**src/rtl/scr_autosync_pkg.sv**
```systemverilog
`timescale 1ns/1ps
package scr_autosync_pkg;
  typedef enum logic [1:0] {ST_IDLE, ST_SEED, ST_WIN, ST_DONE} lock_st_t;
  typedef enum logic [1:0] {MD_DESCR, MD_SCR, MD_ONES} lfsr_md_t;
endpackage

```
**src/rtl/scr_lfsr.sv**
```systemverilog
`timescale 1ns/1ps
module scr_lfsr
  import scr_autosync_pkg::*;
#(
  parameter int LEN   = 23,
  parameter int TAP_A = 18,
  parameter int TAP_B = 23
) (
  input  logic     clk,
  input  logic     rst,
  input  logic     upd,
  input  lfsr_md_t mode,
  input  logic     din,
  output logic     fb,
  output logic     out_q
);
  logic [LEN-1:0] sr;
  logic           d_eff;
  logic           shin;

  always_comb begin
    d_eff = (mode == MD_ONES) ? 1'b1 : din;
    fb    = d_eff ^ sr[TAP_A-1] ^ sr[TAP_B-1];
    shin  = (mode == MD_DESCR) ? d_eff : fb;
  end

  always_ff @(posedge clk) begin
    if (rst) begin
      sr    <= '0;
      out_q <= 1'b0;
    end else if (upd) begin
      sr    <= {sr[LEN-2:0], shin};
      out_q <= fb;
    end
  end


  out_hold_chk: assert property (@(posedge clk) disable iff (rst)
    !upd |=> $stable(out_q));
endmodule

```
**src/rtl/scr_match_cnt.sv**
```systemverilog
`timescale 1ns/1ps
module scr_match_cnt #(
  parameter int W = 8
) (
  input  logic         clk,
  input  logic         rst,
  input  logic         clr,
  input  logic         inc,
  output logic [W-1:0] cnt,
  output logic [W-1:0] cnt_nxt
);
  localparam logic [W-1:0] CMAX = '1;

  always_comb cnt_nxt = (inc && cnt != CMAX) ? cnt + 1'b1 : cnt;

  always_ff @(posedge clk) begin
    if (rst || clr) cnt <= '0;
    else            cnt <= cnt_nxt;
  end


  cnt_sat_chk: assert property (@(posedge clk) disable iff (rst)
    (!clr && cnt == CMAX) |=> cnt == CMAX);
endmodule

```
**src/rtl/scr_lock_fsm.sv**
```systemverilog
`timescale 1ns/1ps
module scr_lock_fsm
  import scr_autosync_pkg::*;
#(
  parameter int SEED_CYCLES = 23,
  parameter int WIN_CYCLES  = 128,
  parameter int CNT_W       = 8
) (
  input  logic             clk,
  input  logic             rst,
  input  logic             lock_en,
  input  logic             upd,
  input  logic             descr_on,
  input  logic [CNT_W-1:0] cnt_nxt,
  input  logic [CNT_W-1:0] thresh,
  output lfsr_md_t         mode,
  output lock_st_t         st,
  output logic             cnt_clr,
  output logic             cnt_inc_en,
  output logic             sync_set,
  output logic             locked_q
);
  localparam int SW = (SEED_CYCLES > 1) ? $clog2(SEED_CYCLES) : 1;
  localparam int WW = (WIN_CYCLES > 1) ? $clog2(WIN_CYCLES) : 1;
  localparam logic [SW-1:0] SEED_LAST = SW'(SEED_CYCLES - 1);
  localparam logic [WW-1:0] WIN_LAST  = WW'(WIN_CYCLES - 1);

  lock_st_t      st_nxt;
  logic [SW-1:0] seed_cnt, seed_nxt;
  logic [WW-1:0] win_cnt, win_nxt;
  logic          exceed;

  always_comb begin
    exceed     = cnt_nxt > thresh;
    st_nxt     = st;
    seed_nxt   = seed_cnt;
    win_nxt    = win_cnt;
    sync_set   = 1'b0;
    cnt_inc_en = (st == ST_WIN) && upd;
    cnt_clr    = (st == ST_SEED);
    if (!lock_en) begin
      st_nxt = ST_IDLE;
    end else begin
      unique case (st)
        ST_IDLE: begin
          st_nxt   = ST_SEED;
          seed_nxt = '0;
        end
        ST_SEED: if (upd) begin
          if (seed_cnt == SEED_LAST) begin
            st_nxt  = ST_WIN;
            win_nxt = '0;
          end else begin
            seed_nxt = seed_cnt + 1'b1;
          end
        end
        ST_WIN: if (upd) begin
          if (exceed) begin
            st_nxt   = ST_DONE;
            sync_set = 1'b1;
          end else if (win_cnt == WIN_LAST) begin
            st_nxt   = ST_SEED;
            seed_nxt = '0;
          end else begin
            win_nxt = win_cnt + 1'b1;
          end
        end
        default: st_nxt = ST_DONE;
      endcase
    end
  end

  always_comb begin
    unique case (st)
      ST_IDLE: mode = descr_on ? MD_DESCR : MD_SCR;
      ST_SEED: mode = MD_DESCR;
      default: mode = MD_ONES;
    endcase
  end

  always_ff @(posedge clk) begin
    if (rst) begin
      st       <= ST_IDLE;
      seed_cnt <= '0;
      win_cnt  <= '0;
      locked_q <= 1'b0;
    end else begin
      st       <= st_nxt;
      seed_cnt <= seed_nxt;
      win_cnt  <= win_nxt;
      locked_q <= (st_nxt == ST_DONE);
    end
  end


  seed_mode_chk: assert property (@(posedge clk) disable iff (rst)
    (st == ST_SEED) |-> (mode == MD_DESCR));
endmodule

```
**src/rtl/scr_autosync.sv**
```systemverilog
`timescale 1ns/1ps
module scr_autosync
  import scr_autosync_pkg::*;
#(
  parameter int LFSR_LEN    = 23,
  parameter int TAP_A       = 18,
  parameter int TAP_B       = 23,
  parameter int SEED_CYCLES = 23,
  parameter int WIN_CYCLES  = 128,
  parameter int CNT_W       = 8
) (
  input  logic             clk,
  input  logic             rst,
  input  logic             bit_en,
  input  logic             det_bit,
  input  logic             two_level,
  input  logic             descr_on,
  input  logic             lock_en,
  input  logic [CNT_W-1:0] sync_thresh,
  input  logic             irq_clr,
  output logic             scr_out,
  output logic             locked,
  output logic             sync_irq
);
  logic             phase;
  logic             upd;
  logic             fb;
  lfsr_md_t         mode;
  lock_st_t         st;
  logic             cnt_clr, cnt_inc_en, sync_set;
  logic [CNT_W-1:0] cnt, cnt_nxt;

  assign upd = bit_en && (!two_level || phase);

  always_ff @(posedge clk) begin
    if (rst)         phase <= 1'b0;
    else if (bit_en) phase <= ~phase;
  end

  scr_lfsr #(.LEN(LFSR_LEN), .TAP_A(TAP_A), .TAP_B(TAP_B)) u_lfsr (
    .clk(clk), .rst(rst), .upd(upd), .mode(mode), .din(det_bit),
    .fb(fb), .out_q(scr_out)
  );

  scr_match_cnt #(.W(CNT_W)) u_cnt (
    .clk(clk), .rst(rst), .clr(cnt_clr),
    .inc(cnt_inc_en && (fb == det_bit)),
    .cnt(cnt), .cnt_nxt(cnt_nxt)
  );

  scr_lock_fsm #(.SEED_CYCLES(SEED_CYCLES), .WIN_CYCLES(WIN_CYCLES), .CNT_W(CNT_W)) u_fsm (
    .clk(clk), .rst(rst), .lock_en(lock_en), .upd(upd), .descr_on(descr_on),
    .cnt_nxt(cnt_nxt), .thresh(sync_thresh), .mode(mode), .st(st),
    .cnt_clr(cnt_clr), .cnt_inc_en(cnt_inc_en), .sync_set(sync_set),
    .locked_q(locked)
  );

  always_ff @(posedge clk) begin
    if (rst)           sync_irq <= 1'b0;
    else if (sync_set) sync_irq <= 1'b1;
    else if (irq_clr)  sync_irq <= 1'b0;
  end


  irq_sticky_chk: assert property (@(posedge clk) disable iff (rst)
    (sync_irq && !irq_clr) |=> sync_irq);

  lock_flag_chk: assert property (@(posedge clk) disable iff (rst)
    $rose(locked) |-> sync_irq);

  unlock_chk: assert property (@(posedge clk) disable iff (rst)
    !lock_en |=> !locked);

  win_start_clear_chk: assert property (@(posedge clk) disable iff (rst)
    (st == ST_WIN && $past(st) == ST_SEED) |-> cnt == '0);

  half_rate_chk: assert property (@(posedge clk) disable iff (rst)
    (two_level && upd) |=> !upd);
endmodule

```
**config.mk**
```make
export PLATFORM = sky130hd
export DESIGN_NAME = scr_autosync
export DESIGN_NICKNAME = d
export VERILOG_FILES = /design/src/rtl/scr_autosync_pkg.sv /design/src/rtl/scr_lfsr.sv /design/src/rtl/scr_match_cnt.sv /design/src/rtl/scr_lock_fsm.sv /design/src/rtl/scr_autosync.sv
export SDC_FILE = /design/constraint.sdc
export NUM_CORES = 1
export LEC_CHECK = 0
export BUFFER_PORTS_ARGS = -buffer_cell sky130_fd_sc_hd__buf_4
export CORE_ASPECT_RATIO = 0.9
export CORE_MARGIN = 1.5
export CORE_UTILIZATION = 25
export CTS_BUF_LIST = sky130_fd_sc_hd__clkbuf_4 sky130_fd_sc_hd__clkbuf_8
export CTS_CLUSTER_SIZE = 14
export DETAILED_ROUTE_END_ITERATION = 8
export HOLD_SLACK_MARGIN = 0.03
export PLACE_DENSITY = 0.48
export SLEW_MARGIN = 20
export SYNTH_ARGS = -nofsm -noshare
export SYNTH_HDL_FRONTEND = slang
export SYNTH_SLANG_ARGS = --single-unit
```
**constraint.sdc**
```tcl
create_clock -name clk -period 5 [get_ports clk]
set_clock_uncertainty 0.15 [all_clocks]
set_input_delay 1.5 -clock clk [delete_from_list [all_inputs] [get_ports clk]]
set_output_delay 1.5 -clock clk [all_outputs]
set_load 0.01 [all_outputs]
```
==> results of run 1 <==
flip-flops by register name, summed over array words and instances (netlist names), 2 cells and up:
name and flops:
u_cnt.cnt 8, u_lfsr.sr 23, u_fsm.st 2, u_fsm.win_cnt 7, u_fsm.seed_cnt 5
critical path, stage by stage:
cell and delay, ps:
buf_4 110, nand2b_1 130, nand2_1 130, nor4_4 450, nand4_1 180, xnor2_1 170
ha_1 310, nand4_1 140, nor3_1 360, a211o_2 200, o21ai_2 140, or4_1 500
a21oi_1 140
power by group:
| part | switching [W] | total, W | leakage [nW] | internal [W] |
|---|---|---|---|---|
| Clock | 0.000143 | 0.000245 | 0.0452 | 0.000102 |
| Sequential | 0.00000235 | 0.000396 | 0.396 | 0.000393 |
| Combinational | 0.0000319 | 0.0000518 | 0.572 | 0.0000199 |
Yosys cell counts (all sizes together), types with 2 or more instances:
library cell	count
a211o	2
a211oi	3
a21o	2
a21oi	34
a31oi	3
and2	2
and3	5
buf	2
clkbuf	8
dfxtp	49
ha	12
inv	11
nand2	55
nand2b	5
nand3	4
nand4	8
nor2	18
nor2b	9
o21a	4
o21ai	11
o21ba	2
o31ai	2
or3	4
xnor2	10
xor2	2
final cells by class:
| cell class | count | area share, % |
|---|---|---|
| inverters | 11 | 1.522 |
| repair buffers | 20 | 5.535 |
| clock buffers | 5 | 2.537 |
| flip-flops and latches | 49 | 36.16 |
| clock inverters | 3 | 0.9225 |
| well taps | 122 | 5.627 |
| multi-input cells | 212 | 47.69 |
per-stage QoR:
step | total power, W | instances | setup slack (ps) | util (%)
2_1_floorplan | 0.0004349 | 282 | 742.6 | -
4_1_cts | 0.0007059 | 422 | 663.7 | 29.59
3_5_place_dp | 0.0004574 | 414 | 330.9 | 28.57
5_1_grt | 0.0007296 | 422 | 351.6 | 29.59
3_3_place_gp | 0.0004571 | 414 | 373.7 | 28.57
6_report | 0.0006924 | 422 | 623.9 | 29.59
kinds of logic after synthesis:
logic type | count (synthesis) | synth area share [%]
flip-flops | 49 | 41.53
adder cells (fa/ha/maj) | 12 | 6.356
XOR/XNOR | 12 | 4.449
AO/OA/AOI/OAI | 70 | 18.59
multiplexers | 2 | 0.9004
buffers and inverters | 21 | 3.707
AND/OR/NAND/NOR | 116 | 24.47
layer usage:
metal / vias to the layer above / part of all wire [%] / wire length [um]
met5: - / 0 / 0
met3: 4 / 4.6 / 226
met2: 34 / 42 / 2064
li1: 1007 / - / -
met1: 865 / 52 / 2541
met4: 0 / 1.3 / 64
worst max path at each step:
stage	from	endpoint	slack [ps]	depth (start not counted)
detailed placement	two_level	u_fsm.win_cnt[5]	330	13
global placement	two_level	u_fsm.win_cnt[5]	370	13
finish	two_level	u_fsm.win_cnt[5]	620	13
global route	two_level	u_fsm.win_cnt[5]	350	13
CTS	two_level	u_fsm.win_cnt[5]	660	13
floorplan	two_level	u_fsm.win_cnt[5]	740	12
==> impl_metrics.py, run 1 <==
metrics = {
    "global_route": {
        "grt_util_all_layers_pct": 10.51,
        "groute.layer.met3.usage_pct": 2.461,
        "pin_count_of_the_biggest_net_entering_global_routing": 35,
        "grt_util_met2_pct": 15.74,
        "initial_antenna_violation_count": 0,
        "grt_pass1_vias": 1756,
        "first_pass_grt_wire_length_um": 8445,
        "grt-ovfl-total": 0,
        "gr-max-usage-layer": "met2",
        "met1_usage_in_global_routing_pct": 14.72,
    },
    "yosys": {
        "synth.yosys.seq_area_share_pct": 41.53,
        "cell_taking_the_most_area_after_synthesis": "dfxtp_1",
        "yosys_warnings": 0,
        "synth_enable_flop_cells": 0,
        "ys_top_cells_by_area": "dfxtp_1 (42%), nand2_1 (8.7%), a21oi_1 (7.0%), ha_1 (6.4%), xnor2_1 (3.7%)",
        "async_flop_share_pct": 0,
        "synthesis.nets": 310,
        "syn-cell-area_um2": 2362,
        "post_synth.cell_area_avg_um2": 8.377,
        "synthDistinctLibCells": 49,
        "synthesis.instances": 282,
        "synth_ff_type": "dfxtp_1",
        "ys_ff_latch": 49,
        "netlist.area_leader.share_pct": 41.53,
    },
    "timing": {
        "measured_slew_at_the_worst_slew_check_pin_ps": 788.0,
        "totalNegativeSetupSlack_ps": 0,
        "slew_headroom_pct": 46.72,
        "final_min_period_over_clock_period_pct": 87.52,
        "max_freq_mhz": 228.5,
        "final.min_clock_period_ps": 4376,
        "timing.hold.ws_ps": 306.8,
        "timing_max_transition_violations_final": 0,
        "setup_repair_after_global_routing_missed_its_margin": "no",
        "finalSetupViolations": 0,
        "final-hold-violation-count": 0,
    },
    "clock_network": {
        "cts_sinks": 49,
        "cts_max_path_buffers": 2,
        "path_clk_slew_ps": 90,
        "cts_root_buffer": "clkbuf_8",
        "cts_resized": 0,
        "deepest_level_of_the_cts_h_tree": 2,
        "cts_tree": "built",
        "cts_inserted_buffers": 5,
        "clock_insertion_delay_worst_skew_ps": 300,
        "cts.hold.buffers_added": 0,
        "post-cts-setup-buffer-count": 0,
    },
    "worst_hold_path": {
        "min_path_type": "reg -> reg",
        "worst_hold_path.num_cells": 2,
        "hold-path-endpoint": "u_lfsr.sr[19]",
        "worstHoldStart": "u_lfsr.sr[18]",
    },
    "critical_path": {
        "startpoint_type": "primary input",
        "worstPathArrival_ps": 4470,
        "crit-reg2reg-capture": "u_fsm.win_cnt[5]",
        "timing.critical_path.to_type": "flop",
        "critical_path_required_ps": 5100,
        "crit_path_max_fanout": 11,
        "worst_r2r_setup_slack_ps": 1360,
        "reg2regPathDepth": 13,
        "r2r-start": "u_cnt.cnt[0]",
        "setup.worst_path.class": "in -> reg",
    },
    "cells_and_area": {
        "layout.cell_area.non_filler_um2": 2713,
        "final_layout_size_suffix_gt1_share_pct": 14.33,
        "sequential_cell_area_um2": 980.9,
        "multiInputGateArea_um2": 1294,
        "layout_overhead_on_the_synthesized_area_pct": 14.83,
        "most-common-layout-cells": "nand2_1 (55), dfxtp_1 (49), a21oi_1 (33)",
        "layout_commonest_cell": "nand2_1",
        "final_net_count": 327,
        "antenna_cells": 0,
        "fillerInstances": 1013,
    },
    "route": {
        "routed_wire_length_per_instance_um": 11.60,
        "drcViolationCount": 0,
        "num_vias": 1910,
        "drtAntennaViolNets": 0,
        "route.final.wire_length_um": 4896,
        "drt_iter0_markers": 114,
        "drt-pass1-iter-count": 4,
        "viasPerCell": 4.526,
    },
    "placement": {
        "finalWeightedCongestion": 0.8074,
        "dpl.hpwl_um": 3445,
        "port-buffer-count": 18,
        "dpl_cell_area_um2": 2619,
    },
    "pwr": {
        "power_leakage_nw": 1.013,
        "power.density_cell_area_nw_per_um2": 255.3,
        "irDropWorstVdd_uv": 100.3,
    },
    "floorplan": {
        "num_rows": 33,
        "starting_density_of_the_core_pct": 25.77,
        "die_h_um": 95.22,
        "die_width_um": 105.5,
        "die_area_um2": 10040,
        "floorplan.io_pins": 19,
        "coreArea_um2": 9166,
    },
    "run": {
        "cap_viol_max_count": 0,
    },
    "run_status": {
        "outcome": "completed",
    },
}
Note: power is estimated with default switching activity, not from simulation.
==> run 2, diff against run 1 <==
- CORE_UTILIZATION: 25 -> 23
- PLACE_DENSITY: 0.48 -> 0.46
==> impl_metrics.py, run 2 (same netlist as run 1, synthesis figures left out) <==
metrics = {
    "run_status": {
        "outcome": "completed",
    },
    "critical_path": {
        "startpoint_type": "primary input",
        "crit-reg2reg-capture": "u_fsm.win_cnt[5]",
        "setup.worst_path.class": "in -> reg",
        "crit_path_end": "u_fsm.win_cnt[5]",
        "critical_path_required_ps": 5080,
        "crit_path_max_fanout": 11,
        "timing.critical_path.to_type": "flop",
        "worstPathArrival_ps": 4460,
        "r2r-start": "u_cnt.cnt[0]",
        "reg2regPathDepth": 13,
        "worst_r2r_setup_slack_ps": 1360,
        "worst_setup_startpoint": "two_level",
    },
    "cells_and_area": {
        "layout_commonest_cell": "nand2_1",
        "sequential_cell_area_um2": 980.9,
        "fillerInstances": 1040,
        "layout_overhead_on_the_synthesized_area_pct": 15.84,
        "antenna_cells": 0,
        "layout_top_registers": "u_lfsr.sr: 23 flops, u_cnt.cnt: 8 flops, u_fsm.win_cnt: 7 flops",
        "final_layout_size_suffix_gt1_share_pct": 14.33,
        "largest_reg_by_ff_count": "u_lfsr.sr",
        "most-common-layout-cells": "nand2_1 (55), dfxtp_1 (49), a21oi_1 (33)",
        "largest_reg_flops": 23,
        "multiInputGateArea_um2": 1294,
        "final_net_count": 327,
    },
    "global_route": {
        "initial_antenna_violation_count": 0,
        "pin_count_of_the_biggest_net_entering_global_routing": 35,
        "first_pass_grt_wire_length_um": 8349,
        "grt_pass1_vias": 1813,
        "grt_util_all_layers_pct": 9.698,
        "grt-ovfl-total": 0,
    },
    "floorplan": {
        "die_h_um": 99.15,
        "coreArea_um2": 9827,
        "starting_density_of_the_core_pct": 24.04,
        "die_width_um": 109.8,
        "die_area_um2": 10890,
        "num_rows": 34,
        "floorplan.io_pins": 19,
    },
    "pwr": {
        "clock_power_share_pct": 39.1,
        "power.switching_w": 0.0001707,
        "power.sequential.fraction_pct": 53.9,
        "cell_internal_pwr_w": 0.0005631,
        "irDropWorstVdd_uv": 103.8,
        "power.density_cell_area_nw_per_um2": 268.2,
        "sw_share_pct": 23.26,
        "comb_pwr_share_pct": 7.0,
        "power_leakage_nw": 1.026,
    },
    "clock_network": {
        "cts_root_buffer": "clkbuf_8",
        "post-cts-setup-buffer-count": 0,
        "path_clk_slew_ps": 90,
        "cts_inserted_buffers": 5,
        "cts_max_path_buffers": 2,
        "cts_tree": "built",
        "cts_sinks": 49,
        "clock_insertion_delay_worst_skew_ps": 300,
        "cts.hold.buffers_added": 0,
        "cts_resized": 0,
        "deepest_level_of_the_cts_h_tree": 2,
    },
    "route": {
        "drtAntennaViolNets": 0,
        "route.final.wire_length_um": 4765,
        "num_vias": 1928,
        "routed_wire_length_per_instance_um": 11.19,
        "drt_iter0_markers": 65,
        "drt-pass1-iter-count": 4,
        "viasPerCell": 4.526,
        "drcViolationCount": 0,
    },
    "placement": {
        "finalWeightedCongestion": 0.7806,
        "dpl.hpwl_um": 3473,
        "port-buffer-count": 18,
    },
    "timing": {
        "setup_repair_after_global_routing_missed_its_margin": "no",
        "final-hold-violation-count": 0,
        "final_min_period_over_clock_period_pct": 87.63,
        "timing.hold.ws_ps": 306.1,
        "slew_headroom_pct": 48.70,
        "totalNegativeSetupSlack_ps": 0,
        "final.min_clock_period_ps": 4381,
        "timing_max_transition_violations_final": 0,
        "max_freq_mhz": 228.2,
        "finalSetupViolations": 0,
        "measured_slew_at_the_worst_slew_check_pin_ps": 758.8,
    },
    "worst_hold_path": {
        "min_path_type": "reg -> reg",
    },
    "run": {
        "cap_viol_max_count": 0,
    },
}
[run 2: worst max-delay path, stage by stage]
cell and delay [ps]:
buf_4 110, nand2b_1 130, nand2_1 130, nor4_4 450, nand4_1 180, xnor2_1 220
ha_1 280, a211o_1 300, a21oi_4 170, and3_4 220, o21ai_2 140, or4_1 490
a21oi_1 150
[run 2: worst min-delay path by stage]
stage / from / endpoint / slack (ps) / cells after the start
2_1_floorplan: u_lfsr.sr[9] / u_lfsr.sr[10] / 280 / 2
3_3_place_gp: u_lfsr.sr[4] / u_lfsr.sr[5] / 290 / 2
3_5_place_dp: u_lfsr.sr[1] / u_lfsr.sr[2] / 290 / 2
4_1_cts: u_lfsr.sr[0] / u_lfsr.sr[1] / 310 / 2
5_1_grt: u_lfsr.sr[0] / u_lfsr.sr[1] / 320 / 2
6_report: u_lfsr.sr[6] / u_lfsr.sr[7] / 310 / 2
[run 2: area by class of cell]
class                           instances  share of cell area [%]
Inverter                               11                   1.509
Sequential cell                        49                   35.85
Clock buffer                            5                   2.515
Timing Repair Buffer                   20                   5.487
Tap cell                              126                   5.761
Multi-Input combinational cell        212                   47.28
Clock inverter                          3                   1.600
[run 2: metal layers]
layer  part of all wire, %  vias up  GRT usage (%)
met5                     0        -              0
li1                      -     1008              -
met2                    42       21          14.29
met4                   2.5        0          4.595
met3                   2.2        9          1.966
met1                    53      890          13.46
[run 2: power groups by stage]
stage	Combinational (W)	Sequential (W)	Clock [W]
2_1_floorplan	0.0000304	0.000404	0
3_3_place_gp	0.0000523	0.000405	0
3_5_place_dp	0.0000527	0.000405	0
4_1_cts	0.0000529	0.000396	0.000303
5_1_grt	0.0000584	0.000396	0.000319
6_report	0.0000513	0.000396	0.000287
[run 2: through the flow]
stage	worst slack, ps	power, W	cell area, um2	instances	utilization (%)
2_1_floorplan	742.6	0.0004349	2362	282	-
3_3_place_gp	389.9	0.0004570	2624	418	26.70
3_5_place_dp	276.4	0.0004574	2624	418	26.70
4_1_cts	595.3	0.0007518	2736	426	27.85
5_1_grt	393.4	0.0007737	2736	426	27.85
6_report	618.7	0.0007338	2736	426	27.85
==> run 3, diff against run 2 <==
- BUFFER_PORTS_ARGS: -buffer_cell sky130_fd_sc_hd__buf_4 -> -buffer_cell sky130_fd_sc_hd__buf_2
- SLEW_MARGIN: 20 -> unset
- SYNTH_HIERARCHICAL: unset -> 1
==> impl_metrics.py, run 3 <==
metrics = {
    "run_status": {
        "outcome": "completed",
    },
    "yosys": {
        "synth_commonest_cells": "dfxtp_1 (49), nor2_1 (34), mux2i_1 (27), a21oi_1 (21)",
        "post_synth.cell_area_avg_um2": 9.044,
        "async_flop_share_pct": 0,
        "synth.yosys.seq_area_share_pct": 38.06,
        "synth_compound_area_share_pct": 15.83,
        "synth_ff_type": "dfxtp_1",
        "netlist.area_leader.share_pct": 38.06,
        "syn-cell-area_um2": 2577,
        "synthesis.nets": 313,
        "cell_taking_the_most_area_after_synthesis": "dfxtp_1",
        "synth_mux_area_share_pct": 10.92,
        "synthesis.instances": 285,
        "synth_xor_xnor_area_share_pct": 2.718,
        "synth_enable_flop_cells": 0,
        "synthAdderAreaFrac_pct": 5.825,
        "yosysMostFrequentCell": "dfxtp_1",
        "ys_ff_latch": 49,
        "synthDistinctLibCells": 58,
        "synth-simple-area-share_pct": 21.02,
        "main_combinational_cell_family_by_area_after_synthesis": "simple AND/OR/NAND/NOR gates",
        "ys_top_cells_by_area": "dfxtp_1 (38%), mux2i_1 (10%), ha_1 (5.8%), nor2_1 (5.0%), a21oi_1 (4.1%)",
        "yosys_warnings": 6,
    },
    "clock_network": {
        "cts_inserted_buffers": 5,
        "cts_root_buffer": "clkbuf_8",
        "post-cts-setup-buffer-count": 0,
        "clock_insertion_delay_worst_skew_ps": 310,
        "deepest_level_of_the_cts_h_tree": 2,
        "cts.hold.buffers_added": 0,
        "path_clk_slew_ps": 100,
        "cts_tree": "built",
        "cts_sinks": 49,
        "cts_resized": 0,
        "cts_max_path_buffers": 2,
    },
    "placement": {
        "dpl_cell_area_um2": 2904,
        "dpl.cell_count": 457,
        "finalWeightedCongestion": 0.7919,
        "dpl.hpwl_um": 3845,
        "port-buffer-count": 18,
    },
    "route": {
        "route.final.wire_length_um": 5460,
        "routed_wire_length_per_instance_um": 11.74,
        "drt-pass1-iter-count": 4,
        "drt_iter0_markers": 98,
        "drtAntennaViolNets": 0,
        "drcViolationCount": 0,
        "num_vias": 2077,
        "viasPerCell": 4.467,
    },
    "floorplan": {
        "die_area_um2": 11850,
        "starting_density_of_the_core_pct": 23.74,
        "floorplan.io_pins": 19,
        "die_h_um": 103.4,
        "coreArea_um2": 10860,
        "num_rows": 36,
        "die_width_um": 114.6,
    },
    "critical_path": {
        "timing.critical_path.slowest_stage_cell": "o41ai_1",
        "timing.critical_path.to_type": "flop",
        "worstPathArrival_ps": 4710,
        "startpoint_type": "primary input",
        "path_depth": 19,
        "reg2regPathDepth": 18,
        "crit-reg2reg-capture": "u_fsm/win_cnt[5]",
        "critical_path.most_common_cell": "a21oi_1",
        "worstPathCellList": "buf_2, nor3_1, inv_1, a21oi_2, xnor2_1, inv_1, xnor2_1, and2_1, nand4_1, buf_4, a21oi_1, xor2_1, ha_1, a21oi_1, a21oi_1, o21ba_1, buf_4, o41ai_1, a21oi_1",
        "r2r-start": "u_fsm/st[1]",
        "combined_buffer_and_inverter_count_along_the_critical_path": 5,
        "worst_r2r_setup_slack_ps": 1120,
        "cp_slowest_stage_delay_ps": 380,
        "crit_family": "compound AO/OA/AOI/OAI gates",
        "critical_path_required_ps": 5040,
        "setup.worst_path.class": "in -> reg",
        "crit_path_max_fanout": 9,
    },
    "global_route": {
        "grt_pass1_vias": 1988,
        "grt-ovfl-total": 0,
        "grt_util_all_layers_pct": 9.840,
        "pin_count_of_the_biggest_net_entering_global_routing": 45,
        "initial_antenna_violation_count": 0,
        "first_pass_grt_wire_length_um": 9349,
    },
    "timing": {
        "final_min_period_over_clock_period_pct": 93.47,
        "finalSetupViolations": 0,
        "measured_slew_at_the_worst_slew_check_pin_ps": 832.6,
        "slew_headroom_pct": 44.49,
        "max_freq_mhz": 214.0,
        "final.min_clock_period_ps": 4673,
        "final-hold-violation-count": 0,
        "setup_repair_after_global_routing_missed_its_margin": "no",
        "timing_max_transition_violations_final": 0,
    },
    "cells_and_area": {
        "layout_commonest_cell": "dfxtp_1",
        "antenna_cells": 0,
        "most-common-layout-cells": "dfxtp_1 (49), nor2_1 (34), mux2i_1 (27)",
        "layout_top_registers": "u_lfsr/sr: 23 flops, u_cnt/cnt: 8 flops, u_fsm/win_cnt: 7 flops",
        "layout.cell_area.non_filler_um2": 3007,
        "final_net_count": 340,
        "fillerInstances": 1176,
        "final_layout_size_suffix_gt1_share_pct": 18.85,
        "layout_overhead_on_the_synthesized_area_pct": 16.65,
        "layoutNonFillerInstCount": 465,
        "largest_reg_flops": 23,
        "largest_reg_by_ff_count": "u_lfsr/sr",
    },
    "pwr": {
        "design_power_total_w": 0.0007168,
        "power.density_cell_area_nw_per_um2": 238.4,
        "power_leakage_nw": 1.169,
        "irDropWorstVdd_uv": 124.4,
    },
    "worst_hold_path": {
        "min_path_type": "reg -> reg",
        "worst_hold_path.num_cells": 2,
        "hold-path-endpoint": "sync_irq",
        "worstHoldStart": "sync_irq",
    },
    "run": {
        "cap_viol_max_count": 0,
    },
}
==> run 3: changes by cell type after synthesis, sizes merged, moves of 5 or more <==
cell,delta
mux2i,+26
a21oi,-12
nand2,-39
inv,+5
nor2,+16
xnor2,-6
buf,+8
==> run 3: stage by stage <==
step	setup TNS, ps	util (%)	hold WS, ps	setup slack [ps]
after floorplan	0	-	290.5	92.10
after global placement	0	26.75	311.4	29.76
after detailed placement	-4.473	26.75	318.3	-4.473
after CTS	0	27.65	339.3	305.9
after global routing	0	27.70	363.2	12.83
final	0	27.70	331.6	326.7
==> run 3: worst max path at each step <==
stage	from	to	slack (ps)
detailed placement	descr_on	u_fsm/win_cnt[5]	-4
CTS	descr_on	u_fsm/win_cnt[5]	310
finish	descr_on	u_fsm/win_cnt[5]	330
global placement	descr_on	u_fsm/win_cnt[5]	30
floorplan	descr_on	u_fsm/win_cnt[3]	90
global route	descr_on	u_fsm/win_cnt[5]	10
==> run 3: worst reg2reg max path, stage by stage (launching register included) <==
cell	delay, ps
dfxtp_1	420
nor3_1	270
inv_1	80
a21oi_2	150
xnor2_1	140
inv_1	70
xnor2_1	120
and2_1	170
nand4_1	130
buf_4	180
a21oi_1	210
xor2_1	180
ha_1	280
a21oi_1	170
a21oi_1	110
o21ba_1	290
buf_4	180
o41ai_1	380
a21oi_1	100
==> run 3: layout make-up <==
cell class	count	area, um2	area share, %
multi-input cells	206	1468	48.81
flip-flops and latches	49	980.9	32.63
repair buffers	34	210.2	6.991
well taps	152	190.2	6.325
clock buffers	5	68.82	2.289
inverters	16	60.06	1.998
clock inverters	3	28.78	0.9571
==> run 3: power breakdown <==
group          internal, W  switching, W
logic            0.0000254     0.0000345
clock network     0.000105      0.000156
registers         0.000393    0.00000267
total             0.000524      0.000193
==> run 3: cells by family after synthesis <==
family,count (synthesis)
muxes,28
adders and majority gates,12
xor gates and xnor gates,8
DFF,49
and+or+nand+nor,101
AOI/OAI and AO/OA,57
buffers and inverters,30
==> run 3: per-layer routing <==
metal	track usage, %	wire length, um
met1	12.41	2775
met2	17.46	2548
met3	2.098	112
met4	2.019	24
met5	0	0
